## src/rtl/s3w_pkg.sv

```systemverilog
package s3w_pkg;
  localparam int unsigned S3W_DATA_W   = 14;
  localparam int unsigned S3W_ADDR_W   = 2;
  localparam int unsigned S3W_NUM_REGS = 3;
  localparam int unsigned S3W_SYNC_STG = 2;
  localparam int unsigned S3W_REF_BASE = 9;

  typedef enum logic [1:0] {
    RA_CFG  = 2'd0,
    RA_CHAN = 2'd1,
    RA_TEST = 2'd2,
    RA_NONE = 2'd3
  } reg_addr_e;

  // Position of each line inside the synchronizer vector
  localparam int unsigned LN_DAT = 0;
  localparam int unsigned LN_CLK = 1;
  localparam int unsigned LN_EN  = 2;
endpackage

```

## src/rtl/s3w_rst_sync.sv

```systemverilog
module s3w_rst_sync #(
  parameter int unsigned STAGES = 2
) (
  input  logic clk,
  input  logic rst_n,
  output logic rst_sync_n
);
  logic [STAGES-1:0] chain_q;
  logic [STAGES-1:0] chain_d;

  always_comb begin
    chain_d = {chain_q[STAGES-2:0], 1'b1};
  end

  always_ff @(posedge clk or negedge rst_n) begin
    if (!rst_n) chain_q <= '0;
    else        chain_q <= chain_d;
  end

  assign rst_sync_n = chain_q[STAGES-1];
endmodule

```

## src/rtl/s3w_sync.sv

```systemverilog
module s3w_sync #(
  parameter int unsigned     N       = 3,
  parameter int unsigned     STAGES  = 2,
  parameter logic [N-1:0]    RST_VAL = '0
) (
  input  logic         clk,
  input  logic         rst_n,
  input  logic [N-1:0] d,
  output logic [N-1:0] q
);
  for (genvar b = 0; b < N; b++) begin : g_line
    logic [STAGES-1:0] stg_q;
    logic [STAGES-1:0] stg_d;

    always_comb begin
      stg_d = {stg_q[STAGES-2:0], d[b]};
    end

    always_ff @(posedge clk or negedge rst_n) begin
      if (!rst_n) stg_q <= {STAGES{RST_VAL[b]}};
      else        stg_q <= stg_d;
    end

    assign q[b] = stg_q[STAGES-1];
  end
endmodule

```

## src/rtl/s3w_shifter.sv

```systemverilog
module s3w_shifter #(
  parameter int unsigned FRAME_W = 16,
  localparam int unsigned CNT_W  = $clog2(FRAME_W + 1)
) (
  input  logic               clk,
  input  logic               rst_n,
  input  logic               en_s,
  input  logic               clk_s,
  input  logic               dat_s,
  output logic [FRAME_W-1:0] frame,
  output logic               full,
  output logic               commit
);
  logic               en_q, clk_q;
  logic [FRAME_W-1:0] sh_q, sh_d;
  logic [CNT_W-1:0]   cnt_q, cnt_d;
  logic               en_rise, en_fall, take;

  assign en_rise = en_s & ~en_q;
  assign en_fall = ~en_s & en_q;
  assign take    = clk_s & ~clk_q & ~en_s;

  always_comb begin
    sh_d  = sh_q;
    cnt_d = cnt_q;
    if (en_fall) cnt_d = '0;
    if (take) begin
      sh_d = {sh_q[FRAME_W-2:0], dat_s};
      if (en_fall)                        cnt_d = CNT_W'(1);
      else if (cnt_q != CNT_W'(FRAME_W))  cnt_d = cnt_q + CNT_W'(1);
    end
  end

  always_ff @(posedge clk or negedge rst_n) begin
    if (!rst_n) begin
      en_q  <= 1'b1;
      clk_q <= 1'b0;
    end else begin
      en_q  <= en_s;
      clk_q <= clk_s;
    end
  end

  always_ff @(posedge clk or negedge rst_n) begin
    if (!rst_n)    sh_q <= '0;
    else if (take) sh_q <= sh_d;
  end

  always_ff @(posedge clk or negedge rst_n) begin
    if (!rst_n)               cnt_q <= '0;
    else if (take || en_fall) cnt_q <= cnt_d;
  end

  assign frame  = sh_q;
  assign full   = (cnt_q == CNT_W'(FRAME_W));
  assign commit = en_rise;
endmodule

```

## src/rtl/s3w_regbank.sv

```systemverilog
module s3w_regbank #(
  parameter int unsigned DATA_W   = 14,
  parameter int unsigned ADDR_W   = 2,
  parameter int unsigned NUM_REGS = 3,
  localparam int unsigned FRAME_W = DATA_W + ADDR_W
) (
  input  logic                             clk,
  input  logic                             rst_n,
  input  logic                             commit,
  input  logic                             full,
  input  logic [FRAME_W-1:0]               frame,
  output logic [NUM_REGS-1:0][DATA_W-1:0]  regs,
  output logic [NUM_REGS-1:0]              wr_sel,
  output logic                             short_flag
);
  logic [ADDR_W-1:0] addr;
  logic [DATA_W-1:0] wdata;
  logic              short_q, short_d;

  assign addr  = frame[ADDR_W-1:0];
  assign wdata = frame[FRAME_W-1:ADDR_W];

  for (genvar k = 0; k < NUM_REGS; k++) begin : g_reg
    logic [DATA_W-1:0] val_q;
    assign wr_sel[k] = commit & full & (addr == ADDR_W'(k));

    always_ff @(posedge clk or negedge rst_n) begin
      if (!rst_n)         val_q <= '0;
      else if (wr_sel[k]) val_q <= wdata;
    end

    assign regs[k] = val_q;
  end

  always_comb begin
    short_d = short_q | (commit & ~full);
  end

  always_ff @(posedge clk or negedge rst_n) begin
    if (!rst_n) short_q <= 1'b0;
    else        short_q <= short_d;
  end

  assign short_flag = short_q;
endmodule

```

## src/rtl/serial_cfg_port.sv

```systemverilog
module serial_cfg_port
  import s3w_pkg::*;
#(
  parameter int unsigned DATA_W   = S3W_DATA_W,
  parameter int unsigned ADDR_W   = S3W_ADDR_W,
  parameter int unsigned SYNC_STG = S3W_SYNC_STG,
  parameter int unsigned REF_BASE = S3W_REF_BASE,
  parameter int unsigned CHAN_W   = 12,
  parameter int unsigned TSEL_W   = 3
) (
  input  logic                                 clk,
  input  logic                                 rst_n,
  input  logic                                 ser_en,
  input  logic                                 ser_dat,
  input  logic                                 ser_clk,
  output logic                                 cp_polarity,
  output logic                                 ref_sel,
  output logic                                 aout_mode,
  output logic                                 cw_test,
  output logic                                 pwr_ctl,
  output logic                                 tx_mode,
  output logic                                 lv_lockout,
  output logic                                 rssi_clip_off,
  output logic [$clog2(2*REF_BASE+1)-1:0]      ref_div_ratio,
  output logic [CHAN_W-1:0]                    chan_div,
  output logic [TSEL_W-1:0]                    atest_sel,
  output logic [TSEL_W-1:0]                    dtest_sel,
  output logic                                 short_frame
);
  localparam int unsigned FRAME_W  = DATA_W + ADDR_W;
  localparam int unsigned NUM_REGS = S3W_NUM_REGS;
  localparam int unsigned RATIO_W  = $clog2(2*REF_BASE+1);

  logic                            rst_i_n;
  logic [2:0]                      lines_raw, lines_s;
  logic [FRAME_W-1:0]              frame;
  logic                            full, commit;
  logic [NUM_REGS-1:0][DATA_W-1:0] regs;
  logic [NUM_REGS-1:0]             wr_sel;
  logic [DATA_W-1:0]               cfg_r, chan_r, test_r;

  s3w_rst_sync #(.STAGES(SYNC_STG)) u_rst (
    .clk(clk), .rst_n(rst_n), .rst_sync_n(rst_i_n)
  );

  always_comb begin
    lines_raw         = '0;
    lines_raw[LN_DAT] = ser_dat;
    lines_raw[LN_CLK] = ser_clk;
    lines_raw[LN_EN]  = ser_en;
  end

  s3w_sync #(.N(3), .STAGES(SYNC_STG), .RST_VAL(3'b100)) u_sync (
    .clk(clk), .rst_n(rst_i_n), .d(lines_raw), .q(lines_s)
  );

  s3w_shifter #(.FRAME_W(FRAME_W)) u_shift (
    .clk(clk), .rst_n(rst_i_n),
    .en_s(lines_s[LN_EN]), .clk_s(lines_s[LN_CLK]), .dat_s(lines_s[LN_DAT]),
    .frame(frame), .full(full), .commit(commit)
  );

  s3w_regbank #(.DATA_W(DATA_W), .ADDR_W(ADDR_W), .NUM_REGS(NUM_REGS)) u_bank (
    .clk(clk), .rst_n(rst_i_n), .commit(commit), .full(full), .frame(frame),
    .regs(regs), .wr_sel(wr_sel), .short_flag(short_frame)
  );

  assign cfg_r  = regs[RA_CFG];
  assign chan_r = regs[RA_CHAN];
  assign test_r = regs[RA_TEST];

  // Field positions are data-field bits (frame bit minus ADDR_W)
  assign cp_polarity   = cfg_r[0];
  assign ref_sel       = cfg_r[1];
  assign aout_mode     = cfg_r[2];
  assign cw_test       = cfg_r[4];
  assign pwr_ctl       = cfg_r[5];
  assign tx_mode       = cfg_r[6];
  assign lv_lockout    = cfg_r[8];
  assign rssi_clip_off = cfg_r[9];
  assign ref_div_ratio = cfg_r[1] ? RATIO_W'(2*REF_BASE) : RATIO_W'(REF_BASE);

  assign chan_div  = chan_r[CHAN_W-1:0];
  assign atest_sel = test_r[TSEL_W-1:0];
  assign dtest_sel = test_r[2*TSEL_W-1:TSEL_W];

  // Reserved bits are stored but drive nothing
  logic unused_reserved;
  assign unused_reserved = ^{cfg_r[13:10], cfg_r[7], cfg_r[3],
                             chan_r[DATA_W-1:CHAN_W], test_r[DATA_W-1:2*TSEL_W]};
endmodule

```

## config.mk

```make
export PLATFORM = sky130hd
export DESIGN_NAME = serial_cfg_port
export DESIGN_NICKNAME = d
export VERILOG_FILES = /design/src/rtl/s3w_pkg.sv /design/src/rtl/s3w_rst_sync.sv /design/src/rtl/s3w_sync.sv /design/src/rtl/s3w_shifter.sv /design/src/rtl/s3w_regbank.sv /design/src/rtl/serial_cfg_port.sv
export SDC_FILE = /design/constraint.sdc
export NUM_CORES = 1
export LEC_CHECK = 0
export ABC_AREA = 1
export BUFFER_PORTS_ARGS = -buffer_cell sky130_fd_sc_hd__clkbuf_2
export CAP_MARGIN = 40
export CORE_ASPECT_RATIO = 1.75
export CORE_MARGIN = 5
export CORE_UTILIZATION = 50
export DETAILED_ROUTE_END_ITERATION = 12
export PLACE_DENSITY = 0.74
export SYNTH_ARGS = -nofsm -noshare
export SYNTH_HDL_FRONTEND = slang
export SYNTH_SLANG_ARGS = --single-unit
export TNS_END_PERCENT = 20
```

## constraint.sdc

```tcl
create_clock -name clk -period 1.59 [get_ports clk]
set_input_delay 0.159 -clock clk [delete_from_list [all_inputs] [get_ports clk]]
set_output_delay 0.159 -clock clk [all_outputs]
set_load 0.05 [all_outputs]
```

# Word-level counts from Yosys, hierarchy flattened
# Index checks and enable logic that the tools add are counted.
# totals
regBits,58
inputBits,5
out_inout_bits,32
word_cells,38
# op_classes
addsub,1
n_eq_ne,4
mux,5
n_bitwise,14
n_reduce_logical,2
# ops
cell,n
2-to-1 mux 5 bit,5
bitwise AND 1 bit,9
"adder 5 x 1 -> 5 bit, second input constant",1
"== test 5 bit, second input constant",1
"inequality test 5 bit, second input constant",1
inverter 1 bit,4
"== test 2 x 1 -> 1 bit, second input constant",1
"== test 2 bit, second input constant",1
logical NOT 2 bit,1
logical OR 1 bit,1
OR 1 bit,1

# Logic depth before layout (Yosys ltp)
# Gate-level depths: netlist (run 1).
# logic_depth
depth_word,6
depth_mapped,8
ltp_nobuf,8

# By module
# A second synthesis (run 1) with hierarchy kept.
# hier_totals
hier_cells,337
area_unflattened_um2,3055.4
# modules_own_cells
mod,instances,cells_each,area_per_inst_um2,seq_area_each_um2
s3w_regbank,1,194,1762.9,1076.0
s3w_shifter,1,125,1026.0,576.8
s3w_sync,1,9,175.2,152.6
s3w_rst_sync,1,3,53.8,50.0
serial_cfg_port,1,6,37.5,0.0

# Worst setup path after synthesis (run 1)
# OpenSTA, ideal clock, no wires.
# synth_timing
path_kind,register -> output
start,register u_bank.g_reg[0].val_q[1]
end,output port ref_div_ratio[3]
arrival_ns,1.314
required_time_ns,1.431
setup_slack_ns,0.117
path_stages_with_launch,3
path_buffers,1
cell_sequence,dfrtp_1 > inv_1 > buf_4
# synth_via
elab_chain_len,1
# synth_lines
item,line_no,text
start: declaration,s3w_regbank.sv:24,logic [DATA_W-1:0] val_q;
start signal: assignment,s3w_regbank.sv:29,else if (wr_sel[k]) val_q <= wdata;
2-to-1 mux 5 bit,serial_cfg_port.sv:81,assign ref_div_ratio = cfg_r[1] ? RATIO_W'(2*REF_BASE) : RATIO_W'(REF_BASE);
end: declaration,serial_cfg_port.sv:24,"output logic [$clog2(2*REF_BASE+1)-1:0] ref_div_ratio,"
# No other way between the ends.

# Final worst setup path (run 1)
# layout_timing
start,register u_shift.cnt_q[0]
end,register u_bank.g_reg[2].val_q[3]
# layout_via
elab_chain_len,3
# layout_lines
item,line_no,text
start: declaration,s3w_shifter.sv:16,"logic [CNT_W-1:0] cnt_q, cnt_d;"
start signal: assignment,s3w_shifter.sv:51,else if (take || en_fall) cnt_q <= cnt_d;
== test 5 bit,s3w_shifter.sv:55,assign full = (cnt_q == CNT_W'(FRAME_W));
bitwise AND 1 bit (2 in a row),s3w_regbank.sv:25,assign wr_sel[k] = commit & full & (addr == ADDR_W'(k));
end signal: assignment,s3w_regbank.sv:29,
end: declaration,s3w_regbank.sv:24,
# No other way between the ends.
# A chain may end at the register's enable or synchronous reset.

==> results of run 1 <==
-- worst paths after layout --
kind | start | endpoint | depth (start not counted)
worst max-delay path | u_shift.cnt_q[0]$_DFFE_PN0P_ | u_bank.g_reg[2].val_q[3]$_DFFE_PN0P_ | 8
worst min-delay path | rst_n | u_rst.chain_q[1]$_DFF_PN0_ | 2
worst max register to register | u_shift.cnt_q[0]$_DFFE_PN0P_ | u_bank.g_reg[2].val_q[3]$_DFFE_PN0P_ | 8
worst min register to register | u_rst.chain_q[1]$_DFF_PN0_ | u_bank.g_reg[1].val_q[10]$_DFFE_PN0P_ | 1
max in group asynchronous | u_rst.chain_q[1]$_DFF_PN0_ | u_shift.en_q$_DFF_PN1_ | 1
min in group clk | u_sync.g_line[0].stg_q[0]$_DFF_PN0_ | u_sync.g_line[0].stg_q[1]$_DFF_PN0_ | 0
-- cells by family after synthesis --
| kind of cell | Yosys count | synth area share, % |
|---|---|---|
| AOI/OAI and AO/OA | 5 | 1.16 |
| buffers and inverters | 31 | 7.55 |
| other | 2 | 0.317 |
| and+or+nand+nor | 159 | 30.6 |
| DFF | 56 | 59.3 |
| adders and majority gates | 2 | 1.06 |
-- cell type report --
cell class | count | area share, %
clock buffer | 6 | 3.04
clock inverter | 2 | 0.507
inverter | 15 | 2.07
multi-input combinational | 168 | 28.9
sequential | 56 | 51.8
tap | 52 | 2.40
timing repair buffer | 46 | 11.2
-- stage by stage --
step                      hold WS [ns]  cells
after floorplan                 -0.137    255
after global placement         -0.0533    333
after detailed placement       -0.0472    333
after CTS                        0.154    345
after global routing             0.171    345
final                            0.174    345
-- where the power goes --
part | internal, mW | total (mW) | switching [mW]
logic | 0.155 | 0.625 | 0.470
clock network | 0.357 | 0.811 | 0.453
registers | 1.54 | 1.66 | 0.118
total | 2.05 | 3.10 | 1.04
-- flip-flops by register name, indices dropped and copies added (netlist names) --
| name | flops |
|---|---|
| u_shift.frame | 14 |
| u_shift.clk_q | 1 |
| u_bank.short_flag | 1 |
| u_rst.chain_q | 2 |
| u_sync.g_line.stg_q | 6 |
| u_bank.g.val_q | 26 |
| u_shift.cnt_q | 5 |
| u_shift.en_q | 1 |
-- timing repair --
| item | 4_1_cts | 5_1_grt |
|---|---|---|
| hold buffers | 4 | 0 |
| hold endpoints to repair | 5 | 0 |
| setup endpoints to repair | 0 | 0 |
-- routing by layer --
| layer | track usage (%) | part of all wire [%] | up-vias |
|---|---|---|---|
| met4 | 8.17 | 2.4 | 0 |
| met2 | 28.0 | 56 | 35 |
| met3 | 3.72 | 3.9 | 8 |
| li1 | - | - | 888 |
| met5 | 0 | 0 | - |
| met1 | 17.8 | 37 | 862 |
-- cells in the mapped netlist --
master	n
nand2_1	110
dfrtp_1	53
nand4_1	29
inv_1	8
inv_2	7
nand3_1	7
buf_2	5
buf_6	5
buf_4	4
nor2_1	4
nor2_2	4
dfstp_2	3
o21ai_1	3
conb_1	2
ha_1	2
nor2_4	2
a21o_1	1
clkbuf_1	1
clkbuf_4	1
nand2_2	1
nand3_2	1
nand3_4	1
o21ai_0	1
-- worst register-to-register path, cell delays in order, from the launching register on --
cell and delay (ns):
dfrtp_1 0.43, inv_1 0.07, ha_1 0.14, nand2_1 0.09, nor2_4 0.15, buf_12 0.17
nand3_2 0.14, nand2_1 0.09, nand2_1 0.06
==> results by group, run 1 <==
Worst setup path
  – CP max FO: 28
  – CP max stage cell: dfrtp_1
  – WP data required: 1.78 ns
  – Crit Path Class: flop to flop
  – Critical Path Source Type: flop
  – Crit end category: flop
  – Buf+Inv Stages, Crit Path: 2
  – CP arrival: 1.64 ns
  – CP max stage delay: 0.43 ns
  – R2R Setup Slk: 0.15 ns
  – Cell family with most CP delay: simple AND/OR/NAND/NOR gates
  – Worst path most repeated cell: nand2_1
  – Crit-path cells: inv_1 > ha_1 > nand2_1 > nor2_4 > buf_12 > nand3_2 > nand2_1 > nand2_1

Pwr
  – LEAKAGE: 1.49 nW
  – Pwr Density: 1140 mW/mm²
  – Total Power: 3.10 mW
  – VDD IR max: 0.809 mV

Cells and area
  – Fin area: 0.00272 mm²
  – Most frequent cells in the layout: nand2_1 (110), dfrtp_1 (52), clkbuf_2 (35), nand4_1 (29), inv_1 (8)
  – Area growth from synthesis to layout: 14.6%
  – Nets: 299
  – Layout cells sized above 1: 23.9%
  – Fillcell total: 435
  – Multi-input logic area: 786 µm²
  – Antenna diodes: 0
  – Commonest non-fill, non-tap cell in the layout: nand2_1
  – Post-layout util: 58.2%
  – Register area: 0.00141 mm²

Clock network
  – TritonCTS clock tree: built
  – Clock Tree Buf Depth: 2
  – Reg clk slew, reported paths: 0.09 ns
  – CTS sink cnt: 56
  – Inserted Clock Buffers: 5
  – Resized cells post-CTS: 0
  – Post-CTS setup repair buffer count: 0
  – H-tree depth: 2
  – Worst skew pair latency: 0.30 ns
  – CTS Root Cell: clkbuf_8

Die
  – Rows: 33
  – Initial Util: 50.8%
  – Ports: 37
  – Die area: 0.00627 mm²
  – Core area: 0.00467 mm²
  – Die Y: 101 µm
  – Die X: 62.0 µm

Routing
  – ANT nets after route: 0
  – Post-Route WL: 4410 µm
  – Via count: 1793
  – DRC Markers: 0
  – DR pass1 iterations: 4
  – Detailed router's first-iteration violation count: 72
  – Post-DR vias/cell: 5.20
  – Post-DR wirelength/cell: 12.8 µm

Global routing
  – Largest net degree at the start of global routing: 29
  – Wire length of the first global-routing pass: 7610 µm
  – Total GRT Usage: 16.3%
  – Total grt overflow: 0
  – Initial antenna violation count: 0
  – Vias in the first global route: 1676

STA
  – Setup slack after layout: 0.146 ns
  – Highest Clock Rate: 692 MHz
  – TNS Setup: 0 ns
  – Final Hold Viols: 0
  – Final Slew Violations: 0
  – RSZ-0062 raised after global routing: no
  – Fin crit share: 90.8%
  – Final critical-path required period: 1.44 ns
  – Final setup violation count: 0
  – Worst Skew: 0.00568 ns

Synth
  – Post-Syn Nets: 262
  – Area contributors post-synth: dfrtp_1 (56%), nand2_1 (17%), nand4_1 (7.7%), dfstp_2 (3.3%), buf_6 (2.4%)
  – Mapped cell area: 0.00237 mm²
  – Post-synthesis sequential area ratio: 59.3%
  – Yosys cell types: 23
  – Synth top area share: 56.0%
  – Area leader, netlist: dfrtp_1
  – Syn Area/Cell: 9.29 µm²
  – Yosys warns: 0
  – Number of synthesized register bits: 56
  – Post-synthesis cell count: 255

Min path
  – Hold Crit Class: primary input to asynchronous set/reset pin

Job
  – Max-cap violations: 0

Placement
  – Area after DPL: 0.00258 mm²
  – Routability cong.: 0.817
  – Pre-CTS setup slack: 0.154 ns
  – HPWL Detailed: 3300 µm
  – PortBufs: 35

Status
  – Status: finished clean
Power figures use the tool's default switching activity.
==> run 2, diff against run 1 <==
--- a/config.mk
+++ b/config.mk
@@ -5,12 +5,11 @@
 export SDC_FILE = /design/constraint.sdc
 export NUM_CORES = 1
 export LEC_CHECK = 0
-export ABC_AREA = 1
 export BUFFER_PORTS_ARGS = -buffer_cell sky130_fd_sc_hd__clkbuf_2
 export CAP_MARGIN = 40
 export CORE_ASPECT_RATIO = 1.75
 export CORE_MARGIN = 5
-export CORE_UTILIZATION = 50
+export CORE_UTILIZATION = 49
 export DETAILED_ROUTE_END_ITERATION = 12
 export PLACE_DENSITY = 0.74
 export SYNTH_ARGS = -nofsm -noshare
==> results by group, run 2 <==
Status
  – Status: complete, but fails checks
  – Failing checks: setup timing

Worst setup path
  – R2R Setup Slk: -0.15 ns (-0.30 ns)
  – FF-to-FF path depth: 8 (unchanged)
  – Worst reg2reg path startpoint: u_shift.cnt_q[0]$_DFFE_PN0P_
  – Worst path most repeated cell: buf_4
  – Buf+Inv Stages, Crit Path: 4 (+2)
  – Crit end category: flop
  – WP data required: 1.78 ns (about the same)
  – CP arrival: 1.93 ns (+0.29 ns)
  – CP max stage delay: 0.36 ns (-0.07 ns)
  – Critical Path Source Type: flop
  – Cell family with most CP delay: buffers and inverters
  – Reg-to-reg endpoint: u_bank.g_reg[1].val_q[3]$_DFFE_PN0P_
  – Crit-path cells: inv_1 > ha_1 > nor4bb_2 > buf_4 > buf_4 > nand4b_1 > buf_6 > mux2_2
  – CP max stage cell: dfrtp_1
  – CP max FO: 9 (-68%)
  – Crit Path Class: flop to flop

Synth
  – Mapped cell area: 0.00216 mm² (-8.9%)
  – Most common cell in the netlist: dfrtp_1
  – Adder-cell share of the synthesized area: 1.16% (+0.10 points)
  – Synth Area in Compound Gates: 2.90% (+1.7 points)
  – Ys async rst share: 100% (unchanged)
  – Post-synthesis mux area share: 13.6% (+14 points)
  – Largest family of logic cells by synthesized area: simple AND/OR/NAND/NOR gates
  – Simple-Gate Fraction of Synth Area: 14.1% (-17 points)
  – Post-synth EDFFs: 0 (unchanged)
  – Syn Area/Cell: 12.8 µm² (+38%)
  – Area contributors post-synth: dfrtp_1 (61%), mux2_2 (14%), nand2_1 (8.0%), dfstp_2 (3.7%), buf_4 (1.4%)
  – Post-synth top flop: dfrtp_1
  – Yosys cell types: 26 (+13%)
  – XOR/XNOR share of the synthesized area: 0% (unchanged)
  – Area leader, netlist: dfrtp_1
  – Number of synthesized register bits: 56 (unchanged)
  – Synth top area share: 61.4% (+5.4 points)
  – Post-Syn Nets: 176 (-33%)
  – Synth cell count leaders: dfrtp_1 (53), nand2_1 (46), mux2_2 (26)
  – Post-synthesis sequential area ratio: 65.1% (+5.8 points)
  – Yosys warns: 0 (unchanged)
  – Post-synthesis cell count: 169 (-34%)

Cells and area
  – Largest register FFs: 26 (unchanged)
  – Register area: 0.00141 mm² (unchanged)
  – Antenna diodes: 0 (unchanged)
  – Most frequent cells in the layout: dfrtp_1 (52), nand2_1 (46), clkbuf_2 (35), mux2_2 (18), buf_4 (13)
  – Area growth from synthesis to layout: 24.3%
  – Nets: 230 (-23%)
  – Commonest non-fill, non-tap cell in the layout: dfrtp_1
  – Multi-input logic area: 742 µm² (-5.6%)
  – Largest reg by FF count: u_bank.g.val_q
  – Fillcell total: 344 (-21%)
  – Layout cells sized above 1: 42.0% (+18 points)

Die
  – Core area: 0.00432 mm² (-7.3%)
  – Die Y: 97.8 µm (-3.2%)
  – Die X: 60.2 µm (-3.0%)
  – Rows: 32 (-3.0%)
  – Initial Util: 49.9% (-0.85 points)
  – Ports: 37 (unchanged)
  – Die area: 0.00589 mm² (-6.1%)

Global routing
  – Total grt overflow: 0 (unchanged)
  – Largest net degree at the start of global routing: 45 (+55%)
  – Total GRT Usage: 15.6% (-0.70 points)
  – Initial antenna violation count: 0 (unchanged)
  – Wire length of the first global-routing pass: 7080 µm (-7.0%)
  – Vias in the first global route: 1474 (-12%)

Clock network
  – H-tree depth: 2 (unchanged)
  – CTS Root Cell: clkbuf_8
  – Inserted Clock Buffers: 5 (unchanged)
  – Reg clk slew, reported paths: 0.09 ns (about the same)
  – TritonCTS clock tree: built
  – CTS sink cnt: 56 (unchanged)
  – Worst skew pair latency: 0.30 ns (about the same)
  – Clock Tree Buf Depth: 2 (unchanged)

Placement
  – PortBufs: 35 (unchanged)
  – HPWL Detailed: 2930 µm (-11%)
  – Pre-CTS setup slack: -0.164 ns (-0.318 ns)
  – Routability cong.: 0.793 (-3.0%)

Pwr
  – Pwr Density: 944 mW/mm² (-17%)
  – LEAKAGE: 1.40 nW (-6.3%)
  – VDD IR max: 0.685 mV (-15%)
  – Total Power: 2.53 mW (-18%)

Routing
  – Post-DR vias/cell: 5.12 (-1.4%)
  – ANT nets after route: 0 (unchanged)
  – DRC Markers: 0 (unchanged)
  – DR pass1 iterations: 4 (unchanged)
  – Detailed router's first-iteration violation count: 12 (-83%)
  – Post-DR wirelength/cell: 15.0 µm (+18%)
  – Via count: 1409 (-21%)
  – Post-Route WL: 4140 µm (-6.1%)

STA
  – Fin crit share: 110% (+19 points)
  – Final Slew Violations: 0 (unchanged)
  – Final critical-path required period: 1.74 ns (+0.298 ns)
  – Final setup violation count: 26 (+26)
  – Worst Skew: 0.00795 ns (+0.00227 ns)
  – Final Hold Viols: 0 (unchanged)
  – Setup slack after layout: -0.152 ns (-0.298 ns)
  – RSZ-0062 raised after global routing: yes
  – Highest Clock Rate: 574 MHz (-17%)

Min path
  – Hold Crit Class: flop to asynchronous set/reset pin

Job
  – Max-cap violations: 0 (unchanged)
==> run 2: cell count changes in the layout (fill, tap and decap cells not counted), sizes merged, moves of 3 or more <==
cell and delta:
nand4 -29, or3 +3, mux2 +26, nand3 -9
nor2 -10, inv -13, a21oi +3, nand2 -65
buf +10
==> run 2: worst reg2reg max path, cell delays in order (launching register included) <==
cell,delay (ns)
dfrtp_1,0.36
inv_1,0.05
ha_1,0.17
nor4bb_2,0.16
buf_4,0.14
buf_4,0.13
nand4b_1,0.12
buf_6,0.17
mux2_2,0.34
==> run 2: area by class of cell <==
cell class / instances / area share, %
clock inverter: 1 / 0.280
sequential: 56 / 52.4
clock buffer: 7 / 3.22
timing repair buffer: 56 / 13.7
inverter: 3 / 0.420
tap: 51 / 2.38
multi-input combinational: 101 / 27.6
==> run 2: how the worst max path moves through the flow <==
stage	from	endpoint	slack, ns	depth (start not counted)
final	u_shift.cnt_q[0]$_DFFE_PN0P_	u_bank.g_reg[1].val_q[3]$_DFFE_PN0P_	-0.15	8
after global routing	u_shift.cnt_q[1]$_DFFE_PN0P_	u_bank.g_reg[1].val_q[5]$_DFFE_PN0P_	-0.26	8
after CTS	u_shift.cnt_q[1]$_DFFE_PN0P_	u_bank.g_reg[0].val_q[6]$_DFFE_PN0P_	-0.15	7
after detailed placement	u_shift.cnt_q[1]$_DFFE_PN0P_	u_bank.g_reg[0].val_q[4]$_DFFE_PN0P_	-0.16	7
after global placement	u_shift.cnt_q[0]$_DFFE_PN0P_	u_bank.g_reg[1].val_q[3]$_DFFE_PN0P_	-0.13	8
after floorplan	u_shift.cnt_q[0]$_DFFE_PN0P_	u_bank.g_reg[0].val_q[0]$_DFFE_PN0P_	-0.23	6
==> run 2: what timing repair did <==
item                                    4_1_cts  5_1_grt
buffers inserted                              0        0
hold buffers                                  4        0
endpoints found under the hold margin         5        0
endpoints found under the setup margin       26       28
gates resized for setup                      11        3
gates cloned                                  0        0
==> run 2: routing by layer <==
metal	vias up	part of all wire, %	wire length (µm)	global-route usage (%)
met5	-	0	0	0
met4	0	2.1	88	5.29
met3	10	3.9	162	2.51
met2	32	53	2180	26.1
met1	705	41	1710	19.9
li1	662	-	-	-
==> run 2: cells by family (layout without fill, tap and decap cells) <==
| kind of cell | Yosys count | after routing |
|---|---|---|
| other | 2 | 2 |
| AO/OA/AOI/OAI | 10 | 10 |
| multiplexers | 26 | 26 |
| adder cells (fa/ha/maj) | 2 | 2 |
| buffers and inverters | 12 | 67 |
| flip-flops | 56 | 56 |
| AND/OR/NAND/NOR | 61 | 61 |
==> run 2: report_power, final <==
group | internal, mW | total [mW] | leakage, nW | switching, mW
Combinational | 0.0742 | 0.163 | 0.613 | 0.0891
Sequential | 1.50 | 1.58 | 0.742 | 0.0845
Clock | 0.355 | 0.790 | 0.0445 | 0.435
Total | 1.93 | 2.53 | 1.40 | 0.608
==> run 2: metrics by stage <==
step / util (%) / setup TNS, ns / hold slack (ns) / area [µm²] / instances
4_1_cts: 61.7 / -3.18 / 0.152 / 2670 / 275
3_5_place_dp: 57.7 / -3.07 / -0.0514 / 2490 / 263
5_1_grt: 62.1 / -6.23 / 0.166 / 2680 / 275
6_report: 62.1 / -3.29 / 0.140 / 2680 / 275
2_1_floorplan: - / -2.62 / -0.137 / 2160 / 169
3_3_place_gp: 57.7 / -2.79 / -0.0536 / 2490 / 263
==> run 3, diff against run 2 <==
--- a/config.mk
+++ b/config.mk
@@ -9,9 +9,10 @@
 export CAP_MARGIN = 40
 export CORE_ASPECT_RATIO = 1.75
 export CORE_MARGIN = 5
-export CORE_UTILIZATION = 49
+export CORE_UTILIZATION = 54
 export DETAILED_ROUTE_END_ITERATION = 12
-export PLACE_DENSITY = 0.74
+export HOLD_SLACK_MARGIN = 0.02
+export PLACE_DENSITY = 0.77
 export SYNTH_ARGS = -nofsm -noshare
 export SYNTH_HDL_FRONTEND = slang
 export SYNTH_SLANG_ARGS = --single-unit
==> constraint.sdc (replaced) <==
create_clock -name clk -period 1.85 [get_ports clk]
set_input_delay 0.185 -clock clk [delete_from_list [all_inputs] [get_ports clk]]
set_output_delay 0.185 -clock clk [all_outputs]
set_load 0.05 [all_outputs]
==> results by group, run 3 (same netlist as run 2, synthesis figures left out) <==
Die
  – Rows: 30 (-6.3%)
  – Initial Util: 55.9% (+5.9 points)
  – Die area: 0.00541 mm² (-8.0%)
  – Core area: 0.00387 mm² (-11%)
  – Ports: 37 (unchanged)
  – Die Y: 93.7 µm (-4.3%)
  – Die X: 57.8 µm (-4.0%)

Clock network
  – Clock Tree Buf Depth: 2 (unchanged)
  – CTS Root Cell: clkbuf_8
  – Reg clk slew, reported paths: 0.09 ns (about the same)
  – TritonCTS clock tree: built
  – CTS sink cnt: 56 (unchanged)
  – Worst skew pair latency: 0.31 ns (about the same)
  – Post-CTS setup repair buffer count: 0 (unchanged)
  – Inserted Clock Buffers: 5 (unchanged)
  – H-tree depth: 2 (unchanged)

STA
  – Worst Skew: 0.0143 ns (+0.00633 ns)
  – RSZ-0062 raised after global routing: no
  – Relative max-transition margin: 56.3%
  – Worst slew pin tran: 0.656 ns
  – Setup slack after layout: 0.0617 ns (+0.214 ns)
  – Highest Clock Rate: 559 MHz (-2.6%)
  – TNS Setup: 0 ns (+3.29 ns)
  – Fin crit share: 96.7% (-13 points)
  – Final setup violation count: 0 (-100%)
  – Final critical-path required period: 1.79 ns (+0.0461 ns)
  – Final Slew Violations: 0 (unchanged)
  – Final Hold Viols: 0 (unchanged)

Worst setup path
  – WP data required: 2.04 ns (+0.26 ns)
  – CP max stage cell: dfrtp_1
  – CP arrival: 1.98 ns (+0.05 ns)
  – Crit Path Class: flop to flop
  – CP max stage delay: 0.40 ns (+0.04 ns)
  – CP max FO: 8 (-1)
  – Buf+Inv Stages, Crit Path: 3 (-1)
  – Worst reg2reg path startpoint: u_shift.cnt_q[0]$_DFFE_PN0P_
  – Crit-path cells: inv_1 > ha_1 > nor4bb_4 > buf_4 > nor4b_4 > buf_6 > mux2_2
  – Critical Path Source Type: flop
  – FF-to-FF path depth: 7 (-1)
  – Crit end category: flop
  – Cell family with most CP delay: buffers and inverters
  – R2R Setup Slk: 0.06 ns (+0.21 ns)
  – Reg-to-reg endpoint: u_bank.g_reg[0].val_q[9]$_DFFE_PN0P_

Global routing
  – Total GRT Usage: 16.6% (+1.0 points)
  – Largest net degree at the start of global routing: 55 (+22%)
  – Initial antenna violation count: 0 (unchanged)
  – Total grt overflow: 0 (unchanged)
  – Wire length of the first global-routing pass: 6880 µm (-2.8%)
  – Vias in the first global route: 1435 (-2.6%)

Pwr
  – LEAKAGE: 1.35 nW (-3.9%)
  – VDD IR max: 0.626 mV (-8.6%)
  – Pwr Density: 831 mW/mm² (-12%)

Routing
  – Via count: 1373 (-2.6%)
  – Detailed router's first-iteration violation count: 10 (-2)
  – Post-Route WL: 3900 µm (-5.7%)
  – DRC Markers: 0 (unchanged)
  – DR pass1 iterations: 4 (unchanged)
  – Post-DR wirelength/cell: 14.8 µm (-1.7%)
  – Post-DR vias/cell: 5.20 (+1.5%)
  – ANT nets after route: 0 (unchanged)

Cells and area
  – Nets: 222 (-3.5%)
  – Largest register FFs: 26 (unchanged)
  – Layout cells sized above 1: 38.9% (-3.1 points)
  – Area growth from synthesis to layout: 18.9%
  – Largest reg by FF count: u_bank.g.val_q
  – Antenna diodes: 0 (unchanged)
  – Most frequent cells in the layout: dfrtp_1 (52), nand2_1 (46), clkbuf_2 (35), mux2_2 (26), buf_4 (8)
  – Commonest non-fill, non-tap cell in the layout: dfrtp_1

Placement
  – Pre-CTS setup slack: 0.00349 ns (+0.168 ns)
  – HPWL Detailed: 2810 µm (-4.1%)
  – PortBufs: 35 (unchanged)
  – Routability cong.: 0.772 (-2.7%)

Status
  – Status: finished clean

Min path
  – Hold Crit Class: primary input to asynchronous set/reset pin

Job
  – Max-cap violations: 0 (unchanged)
==> run 3: changes by cell type in the layout (fill, tap and decap cells not counted), sizes merged <==
| cell | delta |
|---|---|
| inv | +1 |
| clkinvlp | -1 |
| buf | -8 |
==> run 3: timing repair <==
action | in CTS | in global routing
hold buffers | 4 | 0
gates resized for setup | 1 | 3
endpoints found under the setup margin | 5 | 9
endpoints found under the hold margin | 5 | 0
==> run 3: routing by layer <==
layer / vias to the layer above / global-route usage (%) / wire, µm
met3: 7 / 3.99 / 213
met2: 40 / 27.6 / 2110
met5: - / 0 / 0
met4: 0 / 8.12 / 93
li1: 642 / - / -
met1: 684 / 19.8 / 1490
==> run 3: worst reg2reg max path, stage by stage, from the launching register on <==
cell and delay, ns:
dfrtp_1 0.40, inv_1 0.07, ha_1 0.14, nor4bb_4 0.18, buf_4 0.17, nor4b_4 0.19
buf_6 0.18, mux2_2 0.35
==> run 3: per-stage QoR <==
stage / hold slack [ns] / cell area, µm² / cells / power [mW] / util [%]
2_1_floorplan: -0.111 / 2160 / 169 / 1.45 / -
6_report: 0.198 / 2570 / 264 / 2.13 / 66.4
3_5_place_dp: -0.0274 / 2420 / 252 / 1.50 / 62.5
5_1_grt: 0.190 / 2570 / 264 / 2.24 / 66.4
4_1_cts: 0.190 / 2550 / 264 / 2.15 / 65.9
3_3_place_gp: -0.0295 / 2420 / 252 / 1.49 / 62.5
==> run 3: how the worst max path moves through the flow <==
stage / from / end / slack [ns] / cells after the start
after floorplan: u_shift.cnt_q[0]$_DFFE_PN0P_ / u_bank.g_reg[0].val_q[0]$_DFFE_PN0P_ / 0.03 / 6
after CTS: u_shift.cnt_q[0]$_DFFE_PN0P_ / u_bank.g_reg[0].val_q[9]$_DFFE_PN0P_ / 0.004 / 7
after global placement: u_shift.cnt_q[0]$_DFFE_PN0P_ / u_bank.g_reg[0].val_q[5]$_DFFE_PN0P_ / 0.07 / 7
after global routing: u_shift.cnt_q[0]$_DFFE_PN0P_ / u_bank.g_reg[0].val_q[9]$_DFFE_PN0P_ / 0.01 / 7
after detailed placement: u_shift.cnt_q[0]$_DFFE_PN0P_ / u_bank.g_reg[0].val_q[9]$_DFFE_PN0P_ / 0.003 / 7
final: u_shift.cnt_q[0]$_DFFE_PN0P_ / u_bank.g_reg[0].val_q[9]$_DFFE_PN0P_ / 0.06 / 7
==> run 3: layout make-up <==
class,count,area (µm²)
multi-input cells,101,718
clock buffers,7,76.3
flip-flops and latches,56,1410
well taps,48,60.1
clock inverters,1,8.76
fillers,297,1300
inverters,3,11.3
repair buffers,48,287
==> run 3: where the power goes <==
group          internal (mW)  leakage, nW  switching (mW)
Clock                  0.274       0.0428           0.369
Sequential              1.29        0.742          0.0676
Combinational         0.0579        0.560          0.0783
